### src/rtl/erase_seq_pkg.sv
package erase_seq_pkg;

    // range word layout and derived byte address width
    localparam int unsigned PG_FIELD_W = 16;
    localparam int unsigned PG_LG      = 8;
    localparam int unsigned ADDR_W     = PG_FIELD_W + PG_LG + 1;

    localparam int unsigned LG_4K  = 12;
    localparam int unsigned LG_32K = 15;
    localparam int unsigned LG_64K = 16;

    typedef logic [ADDR_W-1:0] addr_t;

    localparam addr_t SZ_4K  = addr_t'(1) << LG_4K;
    localparam addr_t SZ_32K = addr_t'(1) << LG_32K;
    localparam addr_t SZ_64K = addr_t'(1) << LG_64K;

    typedef enum logic [7:0] {
        OP_NOP  = 8'h00,
        OP_RDSR = 8'h05,
        OP_WREN = 8'h06,
        OP_SE4  = 8'h20,
        OP_SE32 = 8'h52,
        OP_CHIP = 8'h60,
        OP_SE64 = 8'hD8
    } op_e;

    typedef enum logic [1:0] {
        ERR_NONE  = 2'd0,
        ERR_ALIGN = 2'd1,
        ERR_TMO   = 2'd2
    } err_e;

    typedef enum logic [2:0] {
        ST_IDLE, ST_WREN, ST_ERASE, ST_RDSR, ST_GAP, ST_FETCH, ST_NOP
    } state_e;

    // one erase step: opcode and bytes covered
    typedef struct packed {
        op_e   op;
        addr_t len;
    } step_t;

    function automatic logic aligned(addr_t a, int unsigned lg);
        addr_t m;
        m = (addr_t'(1) << lg) - addr_t'(1);
        return (a & m) == '0;
    endfunction

    function automatic logic is_erase(logic [7:0] op);
        return op == OP_SE4 || op == OP_SE32 || op == OP_SE64 || op == OP_CHIP;
    endfunction

endpackage

### src/rtl/erase_size_pick.sv
module erase_size_pick
    import erase_seq_pkg::*;
(
    input  addr_t cur,
    input  addr_t stop,
    output step_t step
);

    addr_t rem;

    always_comb begin
        rem = stop - cur;
        if (aligned(cur, LG_64K) && rem >= SZ_64K) begin
            step.op  = OP_SE64;
            step.len = SZ_64K;
        end else if (aligned(cur, LG_32K) && rem >= SZ_32K) begin
            step.op  = OP_SE32;
            step.len = SZ_32K;
        end else begin
            step.op  = OP_SE4;
            step.len = SZ_4K;
        end
    end

endmodule

### src/rtl/poll_timer.sv
module poll_timer #(
    parameter int unsigned      POLL_CYC    = 100,
    parameter longint unsigned  TIMEOUT_CYC = 64'd20_000_000_000
) (
    input  logic clk,
    input  logic rst,
    input  logic restart,
    input  logic in_gap,
    input  logic in_wait,
    output logic gap_done,
    output logic expired
);

    localparam int unsigned GAP_W  = $clog2(POLL_CYC + 1);
    localparam int unsigned ELAP_W = $clog2(TIMEOUT_CYC + 1);

    logic [GAP_W-1:0]  gap_cnt;
    logic [ELAP_W-1:0] elapsed;

    always_ff @(posedge clk) begin
        if (rst || !in_gap) gap_cnt <= '0;
        else                gap_cnt <= gap_cnt + 1'b1;
    end

    always_ff @(posedge clk) begin
        if (rst || restart)          elapsed <= '0;
        else if (in_wait && !expired) elapsed <= elapsed + 1'b1;
    end

    assign gap_done = in_gap && (gap_cnt == GAP_W'(POLL_CYC - 1));
    assign expired  = elapsed >= ELAP_W'(TIMEOUT_CYC);


    gap_bound_chk: assert property (@(posedge clk) disable iff (rst)
        in_gap |-> gap_cnt < GAP_W'(POLL_CYC));

endmodule

### src/rtl/erase_seq.sv
module erase_seq
    import erase_seq_pkg::*;
#(
    parameter int unsigned     POLL_CYC    = 100,
    parameter longint unsigned TIMEOUT_CYC = 64'd20_000_000_000
) (
    input  logic                               clk,
    input  logic                               rst,
    input  logic                               req_valid,
    input  logic                               req_chip,
    input  logic [31:0]                        req_range,
    output logic                               cmd_valid,
    output logic [7:0]                         cmd_op,
    output logic [erase_seq_pkg::ADDR_W-1:0]   cmd_addr,
    input  logic                               cmd_ready,
    output logic                               sts_req,
    input  logic                               sts_valid,
    input  logic [7:0]                         sts_data,
    output logic                               done,
    output logic [1:0]                         err
);

    state_e state;
    addr_t  cur, stop, step_len;
    logic   chip_mode, tmo_flag, done_q, last_was_wren;
    err_e   err_q;
    step_t  pick;
    op_e    op_now;
    logic   xfer, gap_done, expired;
    addr_t  start_b, len_b, end_b, next_cur;
    logic   misaligned;

    erase_size_pick u_pick (
        .cur  (cur),
        .stop (stop),
        .step (pick)
    );

    poll_timer #(
        .POLL_CYC    (POLL_CYC),
        .TIMEOUT_CYC (TIMEOUT_CYC)
    ) u_timer (
        .clk      (clk),
        .rst      (rst),
        .restart  (state == ST_RDSR && xfer),
        .in_gap   (state == ST_GAP),
        .in_wait  (state == ST_GAP || state == ST_FETCH),
        .gap_done (gap_done),
        .expired  (expired)
    );

    // range decode
    assign start_b    = addr_t'(req_range[31:16]) << PG_LG;
    assign len_b      = addr_t'(req_range[15:0]) << PG_LG;
    assign end_b      = start_b + len_b;
    assign misaligned = !aligned(start_b, LG_4K) || !aligned(end_b, LG_4K);
    assign next_cur   = cur + step_len;

    always_comb begin
        unique case (state)
            ST_WREN:  op_now = OP_WREN;
            ST_ERASE: op_now = chip_mode ? OP_CHIP : pick.op;
            ST_RDSR:  op_now = OP_RDSR;
            default:  op_now = OP_NOP;
        endcase
    end

    assign cmd_valid = state == ST_WREN || state == ST_ERASE ||
                       state == ST_RDSR || state == ST_NOP;
    assign cmd_op    = op_now;
    assign cmd_addr  = (state == ST_ERASE && !chip_mode) ? cur : '0;
    assign xfer      = cmd_valid && cmd_ready;
    assign sts_req   = state == ST_FETCH;
    assign done      = done_q;
    assign err       = err_q;

    always_ff @(posedge clk) begin
        if (rst) begin
            state     <= ST_IDLE;
            cur       <= '0;
            stop      <= '0;
            step_len  <= '0;
            chip_mode <= 1'b0;
            tmo_flag  <= 1'b0;
            done_q    <= 1'b0;
            err_q     <= ERR_NONE;
        end else begin
            done_q <= 1'b0;
            unique case (state)
                ST_IDLE: if (req_valid) begin
                    tmo_flag <= 1'b0;
                    if (req_chip) begin
                        chip_mode <= 1'b1;
                        state     <= ST_WREN;
                    end else if (misaligned) begin
                        done_q <= 1'b1;
                        err_q  <= ERR_ALIGN;
                    end else if (len_b == '0) begin
                        done_q <= 1'b1;
                        err_q  <= ERR_NONE;
                    end else begin
                        chip_mode <= 1'b0;
                        cur       <= start_b;
                        stop      <= end_b;
                        state     <= ST_WREN;
                    end
                end
                ST_WREN: if (xfer) state <= ST_ERASE;
                ST_ERASE: if (xfer) begin
                    step_len <= pick.len;
                    state    <= ST_RDSR;
                end
                ST_RDSR: if (xfer) state <= ST_GAP;
                ST_GAP:  if (gap_done) state <= ST_FETCH;
                ST_FETCH: if (sts_valid) begin
                    if (!sts_data[0]) begin
                        state <= ST_NOP;
                    end else if (expired) begin
                        tmo_flag <= 1'b1;
                        state    <= ST_NOP;
                    end else begin
                        state <= ST_GAP;
                    end
                end
                ST_NOP: if (xfer) begin
                    cur <= next_cur;
                    if (tmo_flag) begin
                        done_q <= 1'b1;
                        err_q  <= ERR_TMO;
                        state  <= ST_IDLE;
                    end else if (chip_mode || next_cur == stop) begin
                        done_q <= 1'b1;
                        err_q  <= ERR_NONE;
                        state  <= ST_IDLE;
                    end else begin
                        state <= ST_WREN;
                    end
                end
                default: state <= ST_IDLE;
            endcase
        end
    end

    // history of the last accepted command, for the ordering check
    always_ff @(posedge clk) begin
        if (rst)       last_was_wren <= 1'b0;
        else if (xfer) last_was_wren <= (cmd_op == OP_WREN);
    end


    cmd_hold_chk: assert property (@(posedge clk) disable iff (rst)
        cmd_valid && !cmd_ready |=> cmd_valid && $stable(cmd_op) && $stable(cmd_addr));


    wren_first_chk: assert property (@(posedge clk) disable iff (rst)
        xfer && is_erase(cmd_op) |-> last_was_wren);


    big_erase_align_chk: assert property (@(posedge clk) disable iff (rst)
        xfer && cmd_op == OP_SE64 |-> aligned(cmd_addr, LG_64K) && cmd_addr + SZ_64K <= stop);


    mid_erase_align_chk: assert property (@(posedge clk) disable iff (rst)
        xfer && cmd_op == OP_SE32 |-> aligned(cmd_addr, LG_32K) && cmd_addr + SZ_32K <= stop);


    align_err_prompt_chk: assert property (@(posedge clk) disable iff (rst)
        done && err == ERR_ALIGN |-> $past(state == ST_IDLE && req_valid && !req_chip));


    fetch_after_gap_chk: assert property (@(posedge clk) disable iff (rst)
        $rose(sts_req) |-> $past(state == ST_GAP));

endmodule

### config.mk
export PLATFORM = sky130hd
export DESIGN_NAME = erase_seq
export DESIGN_NICKNAME = d
export VERILOG_FILES = /design/src/rtl/erase_seq_pkg.sv /design/src/rtl/erase_size_pick.sv /design/src/rtl/poll_timer.sv /design/src/rtl/erase_seq.sv
export SDC_FILE = /design/constraint.sdc
export NUM_CORES = 1
export LEC_CHECK = 0
export ABC_AREA = 1
export BUFFER_PORTS_ARGS = -buffer_cell sky130_fd_sc_hd__buf_2
export CORE_UTILIZATION = 45
export CTS_CLUSTER_SIZE = 12
export DETAILED_ROUTE_END_ITERATION = 8
export GPL_ROUTABILITY_DRIVEN = 0
export HOLD_SLACK_MARGIN = 0.12
export PLACE_DENSITY = 0.76
export SLEW_MARGIN = 0
export SYNTH_ARGS = -nofsm -noshare
export SYNTH_HDL_FRONTEND = slang
export SYNTH_SLANG_ARGS = --single-unit
### constraint.sdc
create_clock -name clk -period 6.46 [get_ports clk]
set_input_delay 1.615 -clock clk [delete_from_list [all_inputs] [get_ports clk]]
set_output_delay 1.615 -clock clk [all_outputs]
set_load 0.1 [all_outputs]
Yosys cells after proc, flatten, opt, wreduce, memory -nomap -nowiden
Index checks and enable logic that the tools add are counted.

cells by class
  multipliers = 0
  $add $sub $neg = 5
  muxes and demuxes = 50
  equality and inequality tests = 26
  reductions and logical operators = 35
  divide/modulo/power cells = 0
  bitwise operators = 3
  shift operators = 0
  order comparisons = 3

operators by type and width
  operator               count
  $mux 25                6
  $logic_not 25->1       5
  $pmux 25 s2            1
  $add 35x1->35 const B  1
  $ge 35x35->1 const B   1
  $mux 33                1
  $mux 32                1
  $mux 3                 10
  $add 24x24->25         1
  $add 25x25->25         1
  $eq 25x25->1           1
  $ge 25x16->1 const B   1
  $ge 25x17->1 const B   1
  $sub 25x25->25         1
  $pmux 8 s3             1
  $ne 2x2->1 const B     11
  $pmux 3 s7             1
  $mux 2                 9
  $mux 1                 16
  $reduce_and 6->1       2
  $reduce_and 5->1       2
  $eq 3x3->1 const B     3
  $ne 3x3->1 const B     3
  $reduce_and 9->1       1
  17 further kinds       41

word-level totals
  memory bits (writable) = 0
  bits in latches = 0
  bits of input ports = 46
  memories = 0
  register bits after elaboration = 125
  bits in read-only memories = 0

Depth between registers and ports, before layout
Gate-level depths: netlist (run 1).

  depth after elaboration = 8
  depth in mapped cells = 19
  gate-level depth less buffers = 18

Cells and area by module
A second synthesis (run 1) with hierarchy kept.

unflattened totals
  cell total of the unflattened synthesis = 1868
  area, all modules = 10881.7 um^2

modules (own cells, without submodules)
  module           sequential area each (um^2)  cells each  area each (um^2)  times used
  erase_seq        1501.4                       1008        6203.4            1
  poll_timer       840.8                        430         2622.5            1
  erase_size_pick  0.0                          430         2055.7            1

Worst setup path before layout (run 1)
No wires, ideal clock.

  path type = reg-to-output
  from = register cur[14]
  to = output cmd_op[7]
  data required time = 4845 ps
  arrival = 3496 ps
  buffers on the path = 2
  path slack = 1349 ps
  cell stages (with the launch flop) = 18
  cells stage by stage = dfxtp_1 > clkbuf_2 > inv_1 > ha_1 > nand2_1 > nand2_1 > a21oi_1 > nor2_1 > nor2_1 > nand2_1 > nand2_1 > nand2_1 > nand2_1 > nor2_1 > nand3_1 > nand2_1 > nor2_1 > buf_4

on the way
  longest elaborated chain between the ends = 6

RTL lines
  element                 RTL line               RTL
  from (decl)             erase_seq.sv:24        addr_t cur, stop, step_len;
  from (signal assigned)  erase_seq.sv:103       cur <= start_b;
  from (signal assigned)  erase_seq.sv:126       cur <= next_cur;
  $sub 25x25->25          erase_size_pick.sv:12  rem = stop - cur;
  $ge 25x17->1            erase_size_pick.sv:13  if (aligned(cur, LG_64K) && rem >= SZ_64K) begin
  $logic_and 1x1->1 (*)   erase_size_pick.sv:13
  $mux 33 (*)             erase_size_pick.sv:13
  $mux 8 (*)              erase_seq.sv:62        ST_ERASE: op_now = chip_mode ? OP_CHIP : pick.op;
  $pmux 8 s3 (*)          erase_seq.sv:60        unique case (state)
  to (decl)               erase_seq.sv:13        output logic [7:0] cmd_op,

Every way passes the cells marked *; elsewhere a longest branch is shown, timed or not.

Worst setup path after layout (run 1)
  from = register cur[14]
  to = output cmd_op[6]

on the way
  longest elaborated chain between the ends = 7

RTL lines
  element            RTL line               RTL
  $sub 25x25->25     erase_size_pick.sv:12
  $ge 25x16->1       erase_size_pick.sv:16  end else if (aligned(cur, LG_32K) && rem >= SZ_32K) begin
  $logic_and 1x1->1  erase_size_pick.sv:16
  $mux 32            erase_size_pick.sv:16
  $mux 33 (*)        erase_size_pick.sv:13
  $mux 8 (*)         erase_seq.sv:62
  $pmux 8 s3 (*)     erase_seq.sv:60

Marks and branches as above.

==> out/results.txt, run 1 <==
Synth Flop Type -> dfxtp_1
Slew HR -> 0.405
CORE AREA -> 15100 µm²
Synth area leader -> dfxtp_1
internal power -> 1050 µW
Unique masters post-synth -> 42
routed wire length -> 18500 µm
Syn Std Cell Area -> 6970 µm²
Hold Startpoint -> u_timer.gap_cnt[0]
register area share after synthesis -> 0.250
PwrDens -> 214 nW/µm²
leakage power -> 0.00358 µW
critical path type -> reg -> out
starting DRC count in detailed routing -> 514
most frequent cell after synthesis -> nand2_1
Post-synth EDFFs -> 0
dpl hpwl -> 14800 µm
CTS Buf Count -> 9
Setup Buffers After CTS -> 0
dpl cells -> 1390
die height -> 126 µm
Post-Layout Cell Count -> 1406
crit path capture type -> primary output
Logic pwr share -> 0.315
compound-gate portion of the synthesized area -> 0.136
CTS sink count -> 87
Req. time, crit path -> 4.85 ns
Final setup viols -> 0
adder-cell share of the synthesized area -> 0.0729
Sequential Power Share -> 0.339
vias in the first global route -> 6882
Worst-path clk slew -> 0.06 ns
Hold Path Class -> reg -> reg
starting density of the core -> 0.460
flop and latch count out of synthesis -> 87
mux cell area share after synthesis -> 0
status -> finished clean
worst hold stages -> 1
P&R area growth vs syn -> 11.4%
layout cells sized above 1 -> 0.0846
Via density -> 5.29
via count -> 7435
number of inserted diodes -> 0
largest cells by area after synthesis -> dfxtp_1 25%, nand2_1 18%, inv_1 8.0%
worst-margin pin slew -> 0.890 ns
global route total overflow -> 0
xor and xnor area share after synthesis -> 0.0453
Clk network pwr share -> 0.345
Sw Ratio -> 0.367
P_sw -> 610 µW
largest family of logic cells by synthesized area -> simple AND/OR/NAND/NOR gates
TritonCTS clock tree -> built
WHS -> 0.446 ns
Residual DRC -> 0
Fin Clk Skew -> 0.00807 ns
Ports -> 84
RSZ-0062 raised after global routing -> no
Synth Area in Simple Gates -> 0.390
first-pass GRT wire length -> 31000 µm
Die Width -> 126 µm
FP Rows -> 45
post-route setup TNS -> 0 ns
Worst-Skew Late Latency -> 0.35 ns
H-Tree Depth -> 3
CP Max Fanout -> 8
Min-Delay Endpoint -> u_timer.gap_cnt[0]
WP data arrival -> 3.28 ns
largest net degree at the start of global routing -> 29
Final Hold Fails -> 0
most frequent cells after synthesis -> 327 x nand2_1, 149 x inv_1, 134 x nor2_1, 95 x a21oi_1, 87 x dfxtp_1
startpoint type of the worst setup path -> flip-flop
Syn Inst Count -> 1154
worst r2r src -> state[2]
Max Slew Vio Count -> 0
Final nets -> 1299
R2R setup slack -> 2.82 ns
Final period util -> 0.758
port bufs -> 68
TritonRoute pass-1 iters -> 6
Routed Antenna Nets -> 0
asr flop ratio synth -> 0
Final Critical Period -> 4.90 ns
Synth top area share -> 0.250
post-cts resize count -> 0
yosys warns -> 0
max frequency -> 204 MHz
DIE AREA -> 16000 µm²
syn_area_per_cell -> 6.04 µm²
root buf cell -> clkbuf_16
FF-to-FF End -> cur[17]
GRT Util Overall -> 0.239
Reg2Reg Depth -> 8
max-cap violations -> 0
clk buf depth -> 2
average routed wire per standard cell -> 13.2 µm
antenna violations before repair -> 0
hold buffers post-CTS -> 0
VDD IR max -> 0.125 mV
## critical path, cell delays in order (launching register included)
cell and delay [ns]:
dfxtp_1 0.47, inv_1 0.14, ha_1 0.34, nand2_1 0.09, nor2_1 0.29, inv_1 0.07
nor2_1 0.09, nand2_1 0.07, nand4_1 0.07, nand2_1 0.05, nand2_1 0.06, inv_1 0.06
nand2_1 0.06, nor2_1 0.04, nand3_1 0.13, nand2_1 0.13, a21oi_1 0.28, buf_2 0.49
## placed cells by master, fill, tap and decap left out, types with 9 or more instances in the layout
| cell | n |
|---|---|
| nor4_1 | 12 |
| a21oi_1 | 95 |
| buf_2 | 68 |
| xnor2_1 | 14 |
| nand3_1 | 75 |
| nor3_1 | 34 |
| xor2_1 | 22 |
| nand3b_1 | 10 |
| clkbuf_16 | 9 |
| ha_1 | 39 |
| inv_1 | 149 |
| nor2_1 | 134 |
| a211oi_1 | 9 |
| dfxtp_1 | 87 |
| nand2_1 | 327 |
| o21ai_0 | 52 |
| nand4_1 | 24 |
## stage by stage
stage | total power, µW | setup slack [ns] | utilization | area [µm²]
finish | 1660 | 1.56 | 0.512 | 7760
global route | 1760 | 1.29 | 0.512 | 7760
global placement | 1090 | 2.02 | 0.491 | 7430
floorplan | 991 | 1.35 | - | 6990
CTS | 1670 | 1.59 | 0.512 | 7760
detailed placement | 1090 | 1.99 | 0.491 | 7430
## power groups by stage
stage	logic, µW	clock network, µW	registers (µW)
floorplan	414	0	577
global placement	512	0	575
detailed placement	517	0	576
CTS	520	589	563
global route	592	603	566
finish	524	574	564
## final cells by class
class                           instances  area, µm²
Tap cell                              188        235
Clock inverter                          7        101
Sequential cell                        87       1740
Fill cell                            1564       7390
Clock buffer                            9        225
Multi-Input combinational cell        891       4520
Inverter                              154        578
Timing Repair Buffer                   70        355
## metal layers
layer,GRT usage,part of all wire,routed length [µm],up-vias
met4,0.0999,0.028,521,0
li1,-,-,-,3880
met1,0.278,0.43,8020,3331
met3,0.0371,0.049,902,33
met5,0,0,0,-
met2,0.433,0.49,9050,191
## state kept, by name, summed over array words and instances (netlist names)
signal,flops
stop,17
done,1
step_len,3
u_timer.gap_cnt,7
chip_mode,1
u_timer.elapsed,35
err,2
tmo_flag,1
cur,17
state,3
## cells by family (layout without fill, tap and decap cells)
group,Yosys count,count (layout)
adder cells (fa/ha/maj),40,40
AND/OR/NAND/NOR,631,631
XOR/XNOR,36,36
buffers and inverters,183,240
flip-flops,87,87
other,1,8
AO/OA/AOI/OAI,176,176
## worst max-delay path by stage
stage          slack, ns  cells past startpoint  startpoint         to
2_1_floorplan       1.35                     17     cur[14]  cmd_op[7]
3_3_place_gp        2.02                     17     cur[14]  cmd_op[5]
3_5_place_dp        1.99                     17     cur[14]  cmd_op[1]
4_1_cts             1.59                     19     cur[14]  cmd_op[1]
5_1_grt             1.29                     19     cur[14]  cmd_op[1]
6_report            1.56                     17     cur[14]  cmd_op[6]
Note: power is estimated with default switching activity, not from simulation.
==> run 2: changes to the inputs <==
- PLACE_DENSITY: 0.76 -> 0.79
- clock period: 6.46 -> 4.3 ns (I/O delays scaled with it)
==> run 2 against run 1 <==
Effect of this change: non-clock buffer count rose by 5; clock skew fell by 0.00077 ns; total power rose by 49%; routed wire length rose by 1.5%; hold slack improved by 0.0036 ns.
==> out/results.txt, run 2 (synthesis gave the netlist of run 1 again) <==
CTS Buf Count -> 9 (unchanged)
Slew HR -> 0.367 (-0.0382)
Hold Startpoint -> u_timer.gap_cnt[0]
starting DRC count in detailed routing -> 616 (+20%)
max-cap violations -> 0 (unchanged)
port bufs -> 68 (unchanged)
biggest regs -> u_timer.elapsed x35, cur x17, stop x17
Slowest Stage Delay on Critical Path -> 0.40 ns (-0.09 ns)
DIE AREA -> 16000 µm² (unchanged)
commonest cells after routing, fill and taps aside -> 324 x nand2_1, 149 x inv_1, 131 x nor2_1
status -> finished clean
Reg2Reg Depth -> 10 (+2)
hold buffers post-CTS -> 0 (unchanged)
clk buf depth -> 2 (unchanged)
internal power -> 1540 µW (+46%)
number of inserted diodes -> 0 (unchanged)
PwrDens -> 315 nW/µm² (+47%)
TritonRoute pass-1 iters -> 7 (+1)
Logic pwr share -> 0.332 (+0.017)
Reg with most FFs -> u_timer.elapsed
PnR worst setup slack -> 0.260 ns (-1.30 ns)
CP Cell Sequence -> inv_1 > ha_1 > nand2_1 > inv_1 > nand2_1 > nand2_1 > inv_1 > nand2_1 > nand2_1 > nand3_1 > nand2_1 > nand3_1 > nor2_1 > nand3_2 > nand2_2 > inv_1 > nand4_1 > nand2_1 > buf_8
Buf/Inv on CP -> 5 (+1)
Clk network pwr share -> 0.326 (-0.019)
VDD IR max -> 0.233 mV (+86%)
routed wire length -> 18800 µm (+1.5%)
Max Slew Vio Count -> 0 (unchanged)
vias in the first global route -> 6867 (-0.22%)
Final period util -> 0.940
critical path's slowest cell -> dfxtp_2
startpoint type of the worst setup path -> flip-flop
global route total overflow -> 0 (unchanged)
Final Hold Fails -> 0 (unchanged)
design area -> 7850 µm² (+1.2%)
Placement Setup Slack -> 0.334 ns (-1.65 ns)
R2R setup slack -> 1.64 ns (-1.18 ns)
P_sw -> 940 µW (+54%)
RSZ-0062 raised after global routing -> no
Post-Place Cell Area -> 7470 µm² (+0.54%)
WP data arrival -> 2.97 ns (-0.31 ns)
Fin Clk Skew -> 0.00731 ns (-0.000767 ns)
FF-to-FF End -> cur[17]
FP Rows -> 45 (unchanged)
commonest non-fill, non-tap cell in the layout -> nand2_1
largest net degree at the start of global routing -> 28 (-3.4%)
Residual DRC -> 0 (unchanged)
crit path capture type -> primary output
TritonCTS clock tree -> built
post-route setup TNS -> 0 ns (unchanged)
first-pass GRT wire length -> 31000 µm (+0.20%)
Ports -> 84 (unchanged)
Sequential Power Share -> 0.342 (+0.003)
dpl hpwl -> 14800 µm (-0.32%)
Req. time, crit path -> 3.22 ns (-1.63 ns)
Hold Path Class -> reg -> reg
antenna violations before repair -> 0 (unchanged)
Via density -> 5.40 (+2.1%)
max frequency -> 248 MHz
Sw Ratio -> 0.380 (+0.0125)
via count -> 7616 (+2.4%)
Crit. path cell count -> 19 (+2)
starting density of the core -> 0.460 (unchanged)
Routed Antenna Nets -> 0 (unchanged)
average routed wire per standard cell -> 13.3 µm (+1.2%)
Worst path most repeated cell -> nand2_1
H-Tree Depth -> 3 (unchanged)
worst r2r src -> state[2]
root buf cell -> clkbuf_16
Setup Buffers After CTS -> 0 (unchanged)
Final Critical Period -> 4.04 ns
GRT Util Overall -> 0.240 (+0.00173)
CTS sink count -> 87 (unchanged)
CP Max Fanout -> 8 (unchanged)
die height -> 126 µm (unchanged)
CORE AREA -> 15100 µm² (unchanged)
Worst-path clk slew -> 0.07 ns (about the same)
layout cells sized above 1 -> 0.101 (+0.0161)
critical path type -> reg -> out
Final nets -> 1304 (+0.38%)
Die Width -> 126 µm (unchanged)
leakage power -> 0.00360 µW (+0.43%)
worst-margin pin slew -> 0.950 ns (+0.0605 ns)
max reg flops -> 35 (unchanged)
Worst-Skew Late Latency -> 0.35 ns (about the same)
worst hold stages -> 1 (unchanged)
post-cts resize count -> 3 (+3)
CP delay by family, top -> simple AND/OR/NAND/NOR gates
Final setup viols -> 0 (unchanged)
Min-Delay Endpoint -> u_timer.gap_cnt[0]
P&R area growth vs syn -> 12.7%
[run 2: power by group through the flow]
stage	combinational, µW	sequential, µW	clock [µW]
global placement	771	862	0
detailed placement	780	863	0
floorplan	623	867	0
finish	823	846	807
CTS	786	845	819
global route	925	849	857
[run 2: worst max path at each step]
stage / startpoint / endpoint / slack, ns
6_report: cur[14] / cmd_op[1] / 0.26
5_1_grt: cur[14] / cmd_op[1] / 0.01
4_1_cts: cur[14] / cmd_op[4] / 0.003
3_5_place_dp: cur[14] / cmd_op[5] / 0.33
3_3_place_gp: cur[14] / cmd_op[5] / 0.39
2_1_floorplan: cur[14] / cmd_op[6] / 0.006
[run 2: layout make-up]
cell class	count	area (µm²)
timing repair buffer	75	423
inverter	154	578
clock inverter	6	70.1
clock buffer	9	225
multi-input combinational	891	4570
sequential	87	1750
tap	188	235
fill	1532	7290
[run 2: layer usage]
metal	vias up	wire, µm	track usage
li1	3875	-	-
met1	3434	8010	0.283
met2	256	9030	0.427
met3	51	1140	0.0477
met4	0	605	0.0971
met5	-	0	0
[run 2: per-stage QoR]
stage	hold WS [ns]	instances	utilization	power, µW
after CTS	0.459	1410	0.513	2450
after global placement	0.431	1395	0.493	1630
final	0.449	1410	0.519	2480
after global routing	0.470	1410	0.519	2630
after floorplan	0.418	1161	-	1490
after detailed placement	0.443	1395	0.493	1640
==> run 3: changes to the inputs <==
- CORE_MARGIN: not set -> 10
- PLACE_DENSITY: 0.79 -> 0.77
- SYNTH_HIERARCHICAL: not set -> 1
==> run 3 against run 2 <==
Effect of this change: first-iteration DRC count increased by 77%; largest cell class unchanged; clock power increased by 73%; hold slack got worse by 0.00061 ns; register-to-register slack worse by 0.50 ns; non-clock buffer count grew 12; setup slack worse by 0.12 ns; sequential power increased by 64%; design area is 55% higher.
==> out/results.txt, run 3 <==
largest family of logic cells by synthesized area -> simple AND/OR/NAND/NOR gates
mux cell area share after synthesis -> 0 (unchanged)
Final Power -> 6410 µW (+160%)
CTS Buf Count -> 17 (+8)
Residual DRC -> 0 (unchanged)
Register Area -> 2360 µm² (+35%)
Synth top area share -> 0.215 (-0.0348)
starting DRC count in detailed routing -> 1093 (+77%)
critical path type -> reg -> out
Post-synth EDFFs -> 0 (unchanged)
xor and xnor area share after synthesis -> 0.0389 (-0.00639)
biggest regs -> u_timer/elapsed x35, cur x25, step_len x25
Reg2Reg Depth -> 19 (+9)
Sequential Power Share -> 0.217 (-0.125)
CP delay by family, top -> simple AND/OR/NAND/NOR gates
VDD IR max -> 0.346 mV (+48%)
Worst-Skew Late Latency -> 0.44 ns (+0.09 ns)
asr flop ratio synth -> 0 (unchanged)
Clk network pwr share -> 0.218 (-0.108)
Placement Setup Slack -> 0.333 ns (-0.000655 ns)
dpl hpwl -> 24800 µm (+68%)
CORE AREA -> 23600 µm² (+56%)
number of inserted diodes -> 0 (unchanged)
GRT Util Overall -> 0.203 (-0.0371)
internal power -> 3210 µW (+110%)
TritonRoute pass-1 iters -> 6 (-1)
worst r2r src -> cur[8]
P_sw -> 3200 µW (+240%)
most frequent cell after synthesis -> nand2_1
Min-Delay Endpoint -> u_timer/gap_cnt[0]
PwrDens -> 526 nW/µm² (+67%)
Setup Buffers After CTS -> 0 (unchanged)
Logic pwr share -> 0.565 (+0.233)
global route total overflow -> 0 (unchanged)
commonest cells after routing, fill and taps aside -> 600 x nand2_1, 303 x inv_1, 217 x nor2_1
RSZ-0062 raised after global routing -> yes
hold buffers post-CTS -> 0 (unchanged)
Routed Antenna Nets -> 0 (unchanged)
syn_area_per_cell -> 5.83 µm² (-3.5%)
Buf/Inv on CP -> 2 (-3)
average routed wire per standard cell -> 13.8 µm (+4.0%)
R2R setup slack -> 1.14 ns (-0.50 ns)
antenna violations before repair -> 0 (unchanged)
compound-gate portion of the synthesized area -> 0.111 (-0.0255)
routed wire length -> 31400 µm (+67%)
Final Critical Period -> 4.16 ns (+0.123 ns)
CTS sink count -> 117 (+34%)
Final period util -> 0.968 (+0.0286)
Worst-path clk slew -> 0.06 ns (about the same)
port bufs -> 76 (+12%)
Syn Std Cell Area -> 10900 µm² (+56%)
largest cells by area after synthesis -> dfxtp_1 22%, nand2_1 21%, inv_1 10%
Ports -> 84 (unchanged)
adder-cell share of the synthesized area -> 0.0807 (+0.00780)
Req. time, crit path -> 3.22 ns (about the same)
CP Max Fanout -> 5 (-3)
Max Slew Vio Count -> 0 (unchanged)
Crit. Startpoint -> cur[18]
Sw Ratio -> 0.499 (+0.120)
Hold Path Class -> reg -> reg
CP Cell Sequence -> inv_1 > ha_2 > nand2_2 > nor2_2 > nand2_1 > nor2_1 > nand2_1 > nand3_1 > nand2_1 > nand2_1 > nor2_1 > nand3_1 > nor2_2 > nor2_2 > nand2_1 > nor2_1 > buf_6
DIE AREA -> 30800 µm² (+93%)
Fin Clk Skew -> 0.0145 ns (+0.00721 ns)
Slowest Stage Delay on Critical Path -> 0.38 ns (-0.02 ns)
commonest non-fill, non-tap cell in the layout -> nand2_1
Post-Layout Cell Count -> 2271 (+61%)
Die Width -> 176 µm (+39%)
Reg with most FFs -> u_timer/elapsed
Synth Flop Type -> dfxtp_1
vias in the first global route -> 10900 (+59%)
worst hold stages -> 1 (unchanged)
Worst path most repeated cell -> nand2_1
Via density -> 5.12 (-5.1%)
die height -> 176 µm (+39%)
first-pass GRT wire length -> 52200 µm (+68%)
leakage power -> 0.00603 µW (+68%)
max-cap violations -> 0 (unchanged)
Final Hold Fails -> 0 (unchanged)
startpoint type of the worst setup path -> flip-flop
starting density of the core -> 0.461 (+0.000866)
clk buf depth -> 2 (unchanged)
PnR worst setup slack -> 0.137 ns (-0.123 ns)
layout cells sized above 1 -> 0.112 (+0.0110)
FP Rows -> 56 (+24%)
H-Tree Depth -> 4 (+1)
TritonCTS clock tree -> built
Synth Area in Simple Gates -> 0.408 (+0.0181)
flop and latch count out of synthesis -> 117 (+34%)
Multi-input gate area -> 7160 µm² (+57%)
FF-to-FF End -> done
max reg flops -> 35 (unchanged)
status -> finished clean
Final setup viols -> 0 (unchanged)
root buf cell -> clkbuf_16
Final nets -> 2055 (+58%)
Slew HR -> 0.405 (+0.0382)
P&R area growth vs syn -> 12.0%
dpl cells -> 2240 (+61%)
largest net degree at the start of global routing -> 37 (+32%)
WP data arrival -> 3.09 ns (+0.12 ns)
yosys warns -> 6 (+6)
crit path capture type -> primary output
max frequency -> 240 MHz (-3.0%)
fillers -> 2404 (+57%)
critical path's slowest cell -> ha_2
Synth area leader -> dfxtp_1
Syn Inst Count -> 1868 (+62%)
most frequent cells after synthesis -> 601 x nand2_1, 303 x inv_1, 228 x nor2_1, 119 x a21oi_1, 117 x dfxtp_1
via count -> 11600 (+53%)
worst-margin pin slew -> 0.890 ns (-0.0604 ns)
Hold Startpoint -> u_timer/gap_cnt[0]
Unique masters post-synth -> 50 (+19%)
register area share after synthesis -> 0.215 (-0.0348)
run 3: changes by cell type after synthesis, sizes merged, moves of 28 or more:
cell,change
nor2,+108
nand2,+286
inv,+160
ha,+28
nand3,+32
dfxtp,+30
run 3: worst max-delay path by stage:
stage	endpoint	slack (ns)	cells past startpoint
floorplan	cmd_op[3]	0.10	17
global placement	cmd_op[1]	0.37	18
detailed placement	cmd_op[7]	0.33	17
CTS	cmd_op[6]	0.02	19
global route	cmd_op[7]	-0.01	17
finish	cmd_op[7]	0.14	17
run 3: power by group through the flow:
stage | Combinational [µW] | Clock, µW | Sequential (µW)
finish | 3630 | 1400 | 1390
global route | 4020 | 1470 | 1400
CTS | 3440 | 1410 | 1370
detailed placement | 3400 | 0 | 1400
global placement | 3350 | 0 | 1390
floorplan | 2770 | 0 | 1420
run 3: layout make-up:
class,count,area share
Multi-Input combinational cell,1404,0.587
Sequential cell,117,0.193
Inverter,313,0.0966
Timing Repair Buffer,87,0.0425
Clock buffer,19,0.0363
Tap cell,319,0.0328
Clock inverter,12,0.0109
run 3: per-layer routing:
| metal | track usage | wire (µm) |
|---|---|---|
| met1 | 0.250 | 13300 |
| met2 | 0.358 | 15200 |
| met3 | 0.0272 | 2100 |
| met4 | 0.0643 | 780 |
| met5 | 0 | 0 |
run 3: cells by family (layout without fill, tap and decap cells):
logic type	after synthesis	count (layout)
other cells	2	32
simple gates	1046	1046
xor+xnor	45	45
flops	117	117
fa+ha+maj	69	69
buf+inv	377	431
compound gates	212	212
run 3: what timing repair did:
| item | CTS | global route |
|---|---|---|
| resized for setup | 4 | 53 |
| endpoints found under the setup margin | 3 | 6 |
| pin swaps | 0 | 1 |
run 3: stage by stage:
stage                     instance area, µm²  setup TNS, ns   util  hold slack, ns
final                                  12200              0  0.516           0.449
after global placement                 11400              0  0.485           0.430
after global routing                   12200        -0.0223  0.516           0.486
after CTS                              12000              0  0.510           0.456
after detailed placement               11400              0  0.485           0.444
after floorplan                        11000              0      -           0.418
